==> config.mk <==
export PLATFORM = sky130hd
export DESIGN_NAME = spi_tgt
export DESIGN_NICKNAME = d
export VERILOG_FILES = /design/src/rtl/spi_tgt_pkg.sv /design/src/rtl/spi_tgt_sync.sv /design/src/rtl/spi_tgt_shifter.sv /design/src/rtl/spi_tgt_regs.sv /design/src/rtl/spi_tgt.sv
export SDC_FILE = /design/constraint.sdc
export NUM_CORES = 1
export LEC_CHECK = 0
export ABC_CLOCK_PERIOD_IN_PS = 2410
export BUFFER_PORTS_ARGS = -buffer_cell sky130_fd_sc_hd__buf_4
export CORE_MARGIN = 2
export CORE_UTILIZATION = 54
export CTS_CLUSTER_DIAMETER = 100
export DETAILED_ROUTE_END_ITERATION = 12
export PLACE_DENSITY = 0.78
export SYNTH_ARGS = -nofsm -noshare
export SYNTH_HDL_FRONTEND = slang
export SYNTH_HIERARCHICAL = 1
export SYNTH_SLANG_ARGS = --single-unit
==> constraint.sdc <==
create_clock -name clk -period 2.41 [get_ports clk]
set_clock_uncertainty 0.05 [all_clocks]
set_input_delay 0.482 -clock clk [delete_from_list [all_inputs] [get_ports clk]]
set_output_delay 0.482 -clock clk [all_outputs]
set_load 0.05 [all_outputs]
==> src/rtl/spi_tgt_pkg.sv <==
package spi_tgt_pkg;

  // Widest data word the helper functions handle.
  localparam int unsigned MAXW = 32;

  // Bit presented on the serial output for a given shifter state.
  function automatic logic first_out(input logic [MAXW-1:0] v, input logic lsb,
                                     input int unsigned n);
    logic [MAXW-1:0] t;
    t = lsb ? v : (v >> (n - 1));
    return t[0];
  endfunction

  // Shift one received bit into an n-bit word; the outgoing bit leaves at the far end.
  function automatic logic [MAXW-1:0] shift_in(input logic [MAXW-1:0] v, input logic b,
                                               input logic lsb, input int unsigned n);
    logic [MAXW-1:0] m;
    logic [MAXW-1:0] r;
    m = (n >= MAXW) ? '1 : ((MAXW'(1) << n) - MAXW'(1));
    if (lsb) r = (v >> 1) | (MAXW'(b) << (n - 1));
    else     r = (v << 1) | MAXW'(b);
    return r & m;
  endfunction

endpackage

==> src/rtl/spi_tgt_sync.sv <==
module spi_tgt_sync #(
  parameter int unsigned STAGES  = 2,
  parameter logic        RST_VAL = 1'b0
) (
  input  logic clk,
  input  logic rst_n,
  input  logic d,
  output logic q
);

  generate
    if (STAGES == 0) begin : g_bypass
      assign q = d;
    end else begin : g_chain
      logic [STAGES-1:0] ff;
      always_ff @(posedge clk or negedge rst_n) begin
        if (!rst_n) begin
          ff <= {STAGES{RST_VAL}};
        end else begin
          ff[0] <= d;
          for (int i = 1; i < int'(STAGES); i++) ff[i] <= ff[i-1];
        end
      end
      assign q = ff[STAGES-1];
    end
  endgenerate

endmodule

==> src/rtl/spi_tgt_shifter.sv <==
module spi_tgt_shifter
  import spi_tgt_pkg::*;
#(
  parameter int unsigned DATA_W = 8
) (
  input  logic              clk,
  input  logic              rst_n,
  input  logic              sclk_s,
  input  logic              mosi_s,
  input  logic              ss_n_s,
  input  logic              cpol,
  input  logic              cpha,
  input  logic              lsb,
  input  logic [DATA_W-1:0] tx_word,
  output logic              miso,
  output logic              tx_load,
  output logic              byte_done,
  output logic [DATA_W-1:0] rx_word
);

  localparam int unsigned CNT_W = (DATA_W > 2) ? $clog2(DATA_W) : 1;
  localparam logic [CNT_W-1:0] LAST = CNT_W'(DATA_W - 1);

  logic              sclk_q, ss_q;
  logic [DATA_W-1:0] sh;
  logic [CNT_W-1:0]  cnt;
  logic              rxd;

  // Named events for the assertions and the neighbours.
  logic active, sel_start, rise, fall, lead_edge, trail_edge;
  logic sample_edge, shift_edge;

  assign active      = ~ss_n_s;
  assign sel_start   = ss_q & ~ss_n_s;
  assign rise        = sclk_s & ~sclk_q;
  assign fall        = ~sclk_s & sclk_q;
  assign lead_edge   = active & (cpol ? fall : rise);
  assign trail_edge  = active & (cpol ? rise : fall);
  assign sample_edge = cpha ? trail_edge : lead_edge;
  assign shift_edge  = cpha ? lead_edge : trail_edge;

  // A shift edge at count zero starts a byte: load instead of shift.
  // In phase 0 the select assertion is an extra load point.
  assign tx_load   = (shift_edge && cnt == '0) || (sel_start && !cpha);
  assign byte_done = sample_edge && cnt == LAST;
  assign rx_word   = DATA_W'(shift_in(MAXW'(sh), mosi_s, lsb, DATA_W));
  assign miso      = active ? first_out(MAXW'(sh), lsb, DATA_W) : 1'b1;

  always_ff @(posedge clk or negedge rst_n) begin
    if (!rst_n) begin
      sclk_q <= 1'b0;
      ss_q   <= 1'b1;
      sh     <= '0;
      cnt    <= '0;
      rxd    <= 1'b0;
    end else begin
      sclk_q <= sclk_s;
      ss_q   <= ss_n_s;
      if (!active) begin
        cnt <= '0;
      end else begin
        if (sample_edge) begin
          rxd <= mosi_s;
          cnt <= (cnt == LAST) ? '0 : cnt + 1'b1;
        end
        if (tx_load)         sh <= tx_word;
        else if (shift_edge) sh <= DATA_W'(shift_in(MAXW'(sh), rxd, lsb, DATA_W));
      end
    end
  end

  assert_cnt_cleared_R4: assert property (@(posedge clk) disable iff (!rst_n)
    !active |=> cnt == '0);

  assert_shifter_frozen_R4: assert property (@(posedge clk) disable iff (!rst_n)
    !active |=> $stable(sh));

  assert_edges_exclusive_R2: assert property (@(posedge clk) disable iff (!rst_n)
    $onehot0({sample_edge, shift_edge}));

  assert_start_loads_R5: assert property (@(posedge clk) disable iff (!rst_n)
    (sel_start && !cpha) |=> sh == $past(tx_word));

endmodule

==> src/rtl/spi_tgt_regs.sv <==
module spi_tgt_regs #(
  parameter int unsigned DATA_W = 8
) (
  input  logic              clk,
  input  logic              rst_n,
  input  logic              host_tx_wr,
  input  logic [DATA_W-1:0] host_tx_data,
  input  logic              host_rx_rd,
  input  logic              host_stat_rd,
  input  logic              tx_load,
  input  logic              byte_done,
  input  logic [DATA_W-1:0] rx_word,
  output logic [DATA_W-1:0] tx_word,
  output logic [DATA_W-1:0] rx_data,
  output logic              tx_empty,
  output logic              rx_full,
  output logic              done,
  output logic              overrun
);

  logic lost_byte;
  assign lost_byte = byte_done && rx_full && !host_rx_rd;

  always_ff @(posedge clk or negedge rst_n) begin
    if (!rst_n) begin
      tx_word  <= '0;
      tx_empty <= 1'b1;
      rx_data  <= '0;
      rx_full  <= 1'b0;
      done     <= 1'b0;
      overrun  <= 1'b0;
    end else begin
      if (host_tx_wr) begin
        tx_word  <= host_tx_data;
        tx_empty <= 1'b0;
      end else if (tx_load) begin
        tx_empty <= 1'b1;
      end

      if (byte_done) rx_data <= rx_word;

      if (byte_done)       rx_full <= 1'b1;
      else if (host_rx_rd) rx_full <= 1'b0;

      if (byte_done)         done <= 1'b1;
      else if (host_stat_rd) done <= 1'b0;

      if (lost_byte)         overrun <= 1'b1;
      else if (host_stat_rd) overrun <= 1'b0;
    end
  end

  assert_done_sets_flags_R7: assert property (@(posedge clk) disable iff (!rst_n)
    byte_done |=> (done && rx_full));

  assert_overrun_flagged_R8: assert property (@(posedge clk) disable iff (!rst_n)
    lost_byte |=> (overrun && rx_data == $past(rx_word)));

  assert_load_empties_R6: assert property (@(posedge clk) disable iff (!rst_n)
    (tx_load && !host_tx_wr) |=> tx_empty);

  assert_write_fills_R6: assert property (@(posedge clk) disable iff (!rst_n)
    host_tx_wr |=> (!tx_empty && tx_word == $past(host_tx_data)));

endmodule

==> src/rtl/spi_tgt.sv <==
module spi_tgt #(
  parameter int unsigned DATA_W      = 8,
  parameter int unsigned SYNC_STAGES = 2,
  parameter int unsigned SEL_STAGES  = 2
) (
  input  logic              clk,
  input  logic              rst_n,
  input  logic              cfg_cpol,
  input  logic              cfg_cpha,
  input  logic              cfg_lsb_first,
  input  logic              cfg_irq_on_done,
  input  logic              host_tx_wr,
  input  logic [DATA_W-1:0] host_tx_data,
  input  logic              host_rx_rd,
  input  logic              host_stat_rd,
  output logic [DATA_W-1:0] rx_data,
  output logic              st_tx_empty,
  output logic              st_rx_full,
  output logic              st_done,
  output logic              st_overrun,
  output logic              irq,
  input  logic              spi_sclk,
  input  logic              spi_mosi,
  input  logic              spi_ss_n,
  output logic              spi_miso
);

  // Select is always synchronised; at least one stage is kept.
  localparam int unsigned SEL_DEPTH = (SEL_STAGES == 0) ? 1 : SEL_STAGES;

  logic              sclk_s, mosi_s, ss_n_s;
  logic              tx_load, byte_done;
  logic [DATA_W-1:0] tx_word, rx_word;

  spi_tgt_sync #(.STAGES(SYNC_STAGES), .RST_VAL(1'b0)) u_sync_sclk (
    .clk(clk), .rst_n(rst_n), .d(spi_sclk), .q(sclk_s));
  spi_tgt_sync #(.STAGES(SYNC_STAGES), .RST_VAL(1'b0)) u_sync_mosi (
    .clk(clk), .rst_n(rst_n), .d(spi_mosi), .q(mosi_s));
  spi_tgt_sync #(.STAGES(SEL_DEPTH), .RST_VAL(1'b1)) u_sync_sel (
    .clk(clk), .rst_n(rst_n), .d(spi_ss_n), .q(ss_n_s));

  spi_tgt_shifter #(.DATA_W(DATA_W)) u_shifter (
    .clk       (clk),
    .rst_n     (rst_n),
    .sclk_s    (sclk_s),
    .mosi_s    (mosi_s),
    .ss_n_s    (ss_n_s),
    .cpol      (cfg_cpol),
    .cpha      (cfg_cpha),
    .lsb       (cfg_lsb_first),
    .tx_word   (tx_word),
    .miso      (spi_miso),
    .tx_load   (tx_load),
    .byte_done (byte_done),
    .rx_word   (rx_word)
  );

  spi_tgt_regs #(.DATA_W(DATA_W)) u_regs (
    .clk          (clk),
    .rst_n        (rst_n),
    .host_tx_wr   (host_tx_wr),
    .host_tx_data (host_tx_data),
    .host_rx_rd   (host_rx_rd),
    .host_stat_rd (host_stat_rd),
    .tx_load      (tx_load),
    .byte_done    (byte_done),
    .rx_word      (rx_word),
    .tx_word      (tx_word),
    .rx_data      (rx_data),
    .tx_empty     (st_tx_empty),
    .rx_full      (st_rx_full),
    .done         (st_done),
    .overrun      (st_overrun)
  );

  assign irq = cfg_irq_on_done ? st_done : st_tx_empty;

  assert_stat_read_drops_irq_R9: assert property (@(posedge clk) disable iff (!rst_n)
    (cfg_irq_on_done && host_stat_rd && !byte_done) |=> (!irq || !cfg_irq_on_done));

endmodule

==> flow_summary_export.csv, run 1 <==
group,metric,value,unit
synth,synth_area_leaders,"dfrtp_1 48%, mux2_2 13%, mux2_4 7.3%, dfstp_2 5.6%, mux2i_1 5.4%",
routing,top_layer,"met4",
sta,grt_setup_unrepaired,"no",
routing,wl,2980,µm
cells_and_area,layout-drive-gt1-share,48.2,%
sta,slew_headroom,68.4,%
cts,cts_tree,"yes",
synth,yosys_warnings,6,
cts,clk_pin_slew,0.11,ns
global_route,grt_max_degree,41,
global_route,grt_pass1_vias,1190,
routing,drc,0,
synth,mappedNetlistNets,155,
synth,ys.flop_type,"dfrtp_1",
cts,clock_path_buffers,2,
synth,yosys.area.top_type,"dfrtp_1",
cells_and_area,multi_input_area,790,µm²
place,io_buffers,33,
routing,vias,1096,
critical_path,critPathLaunchType,"flip-flop",
sta,max_freq,0.520,GHz
critical_path,cp.required,2.59,ns
routing,wire_per_inst,13.8,µm
cts,insertion_delay,0.34,ns
cts,cts_setup_buffers,0,
synth,yosysSeqAreaShare,54.0,%
synth,synth_edf_count,0,
pwr,p_per_area,647,nW/µm²
job,maxCapViolCount,0,
synth,synth_top_area_share,48.4,%
cells_and_area,n_antenna_cell,0,
die,die_w,62.7,µm
cells_and_area,seq_area,1010,µm²
outcome,status,"completed",
critical_path,crit_path_end_kind,"flip-flop",
sta,layout_setup_ws,0.488,ns
synth,synthDistinctLibCells,25,
die,dieHeight,62.7,µm
sta,setup_tns,0,ns
place,dp_hpwl,2260,µm
cells_and_area,fin_nets,192,
min_path,hold_class,"input port to asynchronous set/reset pin",
routing,via_per_inst,5.07,
cells_and_area,area_growth,18.4,%
global_route,grt_use_total,17.9,%
critical_path,cp_max_fo,8,
sta,hold_viol,0,
synth,netlist_instances,132,
routing,met1Wirelength,1340,µm
routing,drt_iter0_drc,21,
routing,dr.pass1.iters,4,
cells_and_area,fillers,249,
synth,avgSynthCellArea,14.1,µm²
die,rows,21,
critical_path,reg2reg_slack,0.49,ns
sta,tightest_slew,0.474,ns
place,place_area,2140,µm²
cts,clock-sinks,40,
die,start_util,56.2,%
cts,cts_made_buffers,5,
synth,synth.cell_area,1860,µm²
cts,post_cts_resized,0,
cts,cts_hold_buf,0,
sta,period_needed,1.92,ns
critical_path,critical_path_class,"flip-flop to flip-flop",
cells_and_area,fin_area,2200,µm²
die,io_pins,34,
place,place_ws,0.152,ns
die,fp.coreArea,3310,µm²
global_route,grt.overflow.total,0,
synth,ys_seq_elements,40,
global_route,grt_antenna_before_repair,0,
cts,h-tree-depth,2,
pwr,leakage,1.04,nW
sta,fin_crit_sh,79.8,%
routing,dr_wl_met2,1480,µm
global_route,grt_first_pass_wirelength,5400,µm
sta,setup_viol,0,
place,gp_congestion,0.822,
pwr,peakVddDrop,387,µV
die,die_area,3930,µm²
sta,drv_slew,0,
cts,root_buffer,"clkbuf_4",
routing,wl_met3,142,µm
routing,ant_nets,0,
synth,async_flop_share,100,%
critical_path,crit_arrival,2.10,ns
==> layer usage <==
metal  vias to the layer above  global-route usage [%]
met5                         -                       0
met4                         0                    6.67
met3                         2                    6.67
met2                        23                    29.4
met1                       533                    21.6
li1                        538                       -
==> metrics by stage <==
stage	utilization, %	cells	hold slack, ns	power (W)
3_5_place_dp	64.6	208	0.286	0.00109
6_report	66.6	216	0.0349	0.00143
4_1_cts	66.6	216	0.0364	0.00144
2_1_floorplan	-	132	0.136	0.000997
5_1_grt	66.6	216	0.0427	0.00152
3_3_place_gp	64.6	208	0.283	0.00107
==> power by group <==
part	internal (W)	switching [W]	total, W
Combinational	0.000151	0.000128	0.000279
Sequential	0.000741	0.0000533	0.000795
Clock	0.000142	0.000210	0.000352
Total	0.00103	0.000392	0.00143
==> layout make-up <==
type	count	area share, %
Tap cell	46	2.61
Clock inverter	2	0.681
Clock buffer	6	2.33
Timing Repair Buffer	35	11.9
Multi-Input combinational cell	81	35.8
Sequential cell	40	45.6
Inverter	6	1.02
==> placed cells by master (no fill, tap or decap) <==
cell | Yosys | layout
nand2b_1 | 7 | 7
a211o_1 | 1 | 1
a2bb2oi_1 | 8 | 8
mux2i_1 | 10 | 10
nor3b_1 | 2 | 2
mux2_4 | 9 | 9
dfstp_2 | 4 | 4
a21o_2 | 2 | 2
clkbuf_4 | 0 | 5
nor2_1 | 6 | 6
nand3b_1 | 1 | 1
a32o_1 | 1 | 1
ha_1 | 3 | 3
a21oi_4 | 1 | 1
xnor2_1 | 1 | 1
clkbuf_8 | 0 | 1
buf_4 | 0 | 35
dfrtp_1 | 36 | 36
inv_1 | 6 | 6
and2_1 | 1 | 1
a21boi_4 | 1 | 1
nor2b_1 | 2 | 2
or3b_4 | 1 | 1
mux2_2 | 21 | 21
nand2_1 | 3 | 3
clkinvlp_4 | 0 | 2
==> path summary, 6_finish.rpt <==
check                                                     from                             endpoint  cells after the start
max                        u_sync_sclk/g_chain.ff[1]$_DFF_PN0_        u_regs/rx_data[5]$_DFFE_PN0P_                      5
min                                                      rst_n  u_sync_sclk/g_chain.ff[0]$_DFF_PN0_                      1
max reg2reg                u_sync_sclk/g_chain.ff[1]$_DFF_PN0_        u_regs/rx_data[5]$_DFFE_PN0P_                      5
min reg2reg                u_sync_sclk/g_chain.ff[0]$_DFF_PN0_  u_sync_sclk/g_chain.ff[1]$_DFF_PN0_                      0
max in group asynchronous                                rst_n          u_regs/tx_empty$_DFFE_PN1P_                      1
min in group clk                                      spi_ss_n   u_sync_sel/g_chain.ff[0]$_DFF_PN1_                      1
==> cells in the mapped netlist (2+ instances only) <==
| master | instances |
|---|---|
| nor2b_1 | 2 |
| buf_6 | 3 |
| dfrtp_1 | 36 |
| nor2_1 | 6 |
| nor3b_1 | 2 |
| nand2_1 | 3 |
| a21o_2 | 2 |
| mux2_2 | 21 |
| dfstp_2 | 4 |
| mux2_4 | 9 |
| a2bb2oi_1 | 8 |
| nand2b_1 | 7 |
| mux2i_1 | 10 |
| ha_1 | 3 |
| inv_1 | 6 |
==> flip-flops by register name (all words and copies together), names as in the netlist <==
| register | count |
|---|---|
| u_shifter/rxd | 1 |
| u_shifter/sh | 8 |
| u_regs/tx_word | 8 |
| u_shifter/ss_q | 1 |
| u_shifter/sclk_q | 1 |
| u_regs/tx_empty | 1 |
| u_shifter/cnt | 3 |
| u_sync_sclk/g_chain.ff | 2 |
| u_regs/done | 1 |
| u_regs/overrun | 1 |
| u_regs/rx_data | 8 |
| u_regs/rx_full | 1 |
| u_sync_mosi/g_chain.ff | 2 |
| u_sync_sel/g_chain.ff | 2 |
==> cell families after synthesis <==
| family | synth area share [%] |
|---|---|
| compound gates | 7.59 |
| flops | 54.0 |
| fa+ha+maj | 2.02 |
| mux | 25.3 |
| simple gates | 6.99 |
| buf+inv | 3.56 |
| xor+xnor | 0.471 |
==> critical path, cell delays in order (launching register included) <==
cell	delay (ns)
dfrtp_1	0.44
or3b_4	0.42
a21oi_4	0.21
and2_1	0.18
buf_4	0.20
mux2_4	0.31
Power figures use the tool's default switching activity.
==> run 2, diff against run 1 <==
--- a/config.mk
+++ b/config.mk
@@ -5,7 +5,7 @@
 export SDC_FILE = /design/constraint.sdc
 export NUM_CORES = 1
 export LEC_CHECK = 0
-export ABC_CLOCK_PERIOD_IN_PS = 2410
+export ABC_CLOCK_PERIOD_IN_PS = 1900
 export BUFFER_PORTS_ARGS = -buffer_cell sky130_fd_sc_hd__buf_4
 export CORE_MARGIN = 2
 export CORE_UTILIZATION = 54
==> constraint.sdc (replaced) <==
create_clock -name clk -period 1.9 [get_ports clk]
set_clock_uncertainty 0.05 [all_clocks]
set_input_delay 0.38 -clock clk [delete_from_list [all_inputs] [get_ports clk]]
set_output_delay 0.38 -clock clk [all_outputs]
set_load 0.05 [all_outputs]
==> run 2 against run 1 <==
Net effect: register-to-register slack worse by 0.35 ns; clock power is 56% higher; total power is 35% higher; cell count is 2.3% higher; largest power group unchanged; routed wire length is 6.4% higher; critical path type is now flip-flop to primary output; combinational power is 34% higher; critical path depth is 2 lower.
==> flow_summary_export.csv, run 2 (same netlist as run 1, synthesis figures left out) <==
group,metric,value,unit
routing,wl,3180,µm
cells_and_area,n_antenna_cell,0,
cells_and_area,reg.largest.list,"u_regs/rx_data (8), u_regs/tx_word (8), u_shifter/sh (8)",
critical_path,r2r_end,"u_regs/rx_data[6]$_DFFE_PN0P_",
sta,max_freq,0.561,GHz
die,die_area,3930,µm²
die,rows,21,
critical_path,cp.required,1.47,ns
routing,via_per_inst,5.17,
cells_and_area,layout_common_cells,"39 x buf_4, 36 x dfrtp_1, 21 x mux2_2",
pwr,power_switching_share,26.5,%
routing,drc,0,
place,place_ws,-0.0424,ns
routing,dr.pass1.iters,4,
sta,tightest_slew,0.493,ns
global_route,grt.overflow.total,0,
place,io_buffers,33,
die,start_util,56.2,%
sta,fin_crit_sh,93.7,%
critical_path,cp_slowest_stage_delay,0.40,ns
sta,slew_headroom,67.1,%
min_path,hold_class,"input port to flip-flop",
critical_path,crit_arrival,1.35,ns
routing,wire_per_inst,14.4,µm
pwr,power.internal,0.00142,W
cells_and_area,area_growth,21.4,%
sta,period_needed,1.78,ns
cts,clk_pin_slew,0.11,ns
global_route,grt_antenna_before_repair,0,
cells_and_area,final_common_cell,"buf_4",
cts,root_buffer,"clkbuf_4",
pwr,seqPwrFrac,52.2,%
global_route,grt_first_pass_wirelength,5750,µm
die,die_w,62.7,µm
place,gp_congestion,0.817,
cells_and_area,fillers,275,
routing,ant_nets,0,
sta,hold_viol,0,
sta,drv_slew,0,
die,io_pins,34,
cts,clock_path_buffers,2,
outcome,status,"completed",
sta,setup_viol,0,
global_route,grt_pass1_vias,1212,
pwr,p_sw,0.000511,W
cells_and_area,fin_area,2260,µm²
cts,h-tree-depth,2,
place,dp_cells,212,
sta,grt_setup_unrepaired,"no",
critical_path,critPathLaunchType,"flip-flop",
min_path,hold_depth,1,
critical_path,worstPathCellList,"nor2b_1 -> a211o_1 -> buf_4",
cts,clock-sinks,40,
critical_path,cp_slowest_cell,"dfrtp_1",
cells_and_area,fin_cells,221,
critical_path,reg2reg_slack,0.14,ns
cts,post_cts_resized,0,
sta,layout_setup_ws,0.119,ns
die,fp.coreArea,3310,µm²
sta,finalHoldWorstSlack,0.0835,ns
pwr,p_per_area,853,nW/µm²
pwr,leakage,1.07,nW
pwr,clkPwrFrac,28.4,%
routing,drt_iter0_drc,64,
job,maxCapViolCount,0,
cells_and_area,final_core_util,68.3,%
cells_and_area,fin_nets,197,
cells_and_area,layout-drive-gt1-share,49.7,%
cts,cts_tree,"yes",
pwr,peakVddDrop,567,µV
critical_path,reg2regPathDepth,4,
place,place_area,2170,µm²
global_route,grt_use_total,18.8,%
place,dp_hpwl,2340,µm
routing,vias,1143,
critical_path,cp_max_fo,3,
min_path,min_to,"u_sync_sel/g_chain.ff[0]$_DFF_PN1_",
global_route,grt_max_degree,41,
critical_path,r2r-start,"u_sync_sclk/g_chain.ff[1]$_DFF_PN0_",
min_path,min-delay-start,"spi_ss_n",
cts,insertion_delay,0.35,ns
die,dieHeight,62.7,µm
critical_path,crit_path_end_kind,"primary output",
cts,cts_made_buffers,5,
critical_path,critical_path_class,"flip-flop to primary output",
pwr,combPwrFrac,19.4,%
==> run 2: worst max path at each step <==
stage | end | slack (ns) | cells past startpoint | startpoint
final | spi_miso | 0.12 | 3 | u_shifter/sh[7]$_DFFE_PN0P_
after global routing | u_regs/rx_data[6]$_DFFE_PN0P_ | 0.06 | 4 | u_sync_sclk/g_chain.ff[1]$_DFF_PN0_
after CTS | spi_miso | 0.1 | 3 | u_shifter/sh[7]$_DFFE_PN0P_
after detailed placement | u_regs/rx_data[6]$_DFFE_PN0P_ | -0.04 | 6 | cfg_cpha
after global placement | u_regs/rx_data[6]$_DFFE_PN0P_ | -0.03 | 6 | cfg_cpha
after floorplan | u_regs/rx_data[0]$_DFFE_PN0P_ | 0.002 | 6 | cfg_cpol
==> run 2: cell type report <==
type                       instances  area [µm²]  area share (%)
multi-input combinational         81         792            35.0
sequential                        40        1010            44.5
inverter                           6        22.5           0.996
tap                               46        57.6            2.55
timing repair buffer              40         303            13.4
clock inverter                     3        42.5            1.88
clock buffer                       5        37.5            1.66
==> run 2: worst max-delay path, delay by kind of cell, from the launching register on <==
| family | cells | cell delay (ns) |
|---|---|---|
| compound gates | 1 | 0.27 |
| simple gates | 1 | 0.14 |
| flops | 1 | 0.40 |
| buf+inv | 1 | 0.19 |
==> run 2: timing repair <==
action / in CTS / in global routing
hold buffers: 1 / 0
setup buffers: 0 / 0
hold endpoints to repair: 36 / 0
==> run 2: routing by layer <==
| layer | vias up | routed length, µm | track usage, % |
|---|---|---|---|
| li1 | 549 | - | - |
| met1 | 562 | 1450 | 24.8 |
| met2 | 27 | 1530 | 29.8 |
| met3 | 5 | 148 | 6.13 |
| met4 | 0 | 42 | 5.83 |
| met5 | - | 0 | 0 |
==> run 2: power groups by stage <==
stage	sequential [W]	clock [W]	combinational, W
5_1_grt	0.00102	0.000601	0.000408
2_1_floorplan	0.00101	0	0.000259
3_3_place_gp	0.00102	0	0.000355
6_report	0.00101	0.000548	0.000373
4_1_cts	0.00101	0.000564	0.000377
3_5_place_dp	0.00102	0	0.000373
==> run 2: stage by stage <==
stage,TNS [ns],total power (W)
4_1_cts,0,0.00195
3_5_place_dp,-0.100,0.00140
2_1_floorplan,0,0.00127
5_1_grt,0,0.00203
3_3_place_gp,-0.0283,0.00137
6_report,0,0.00193
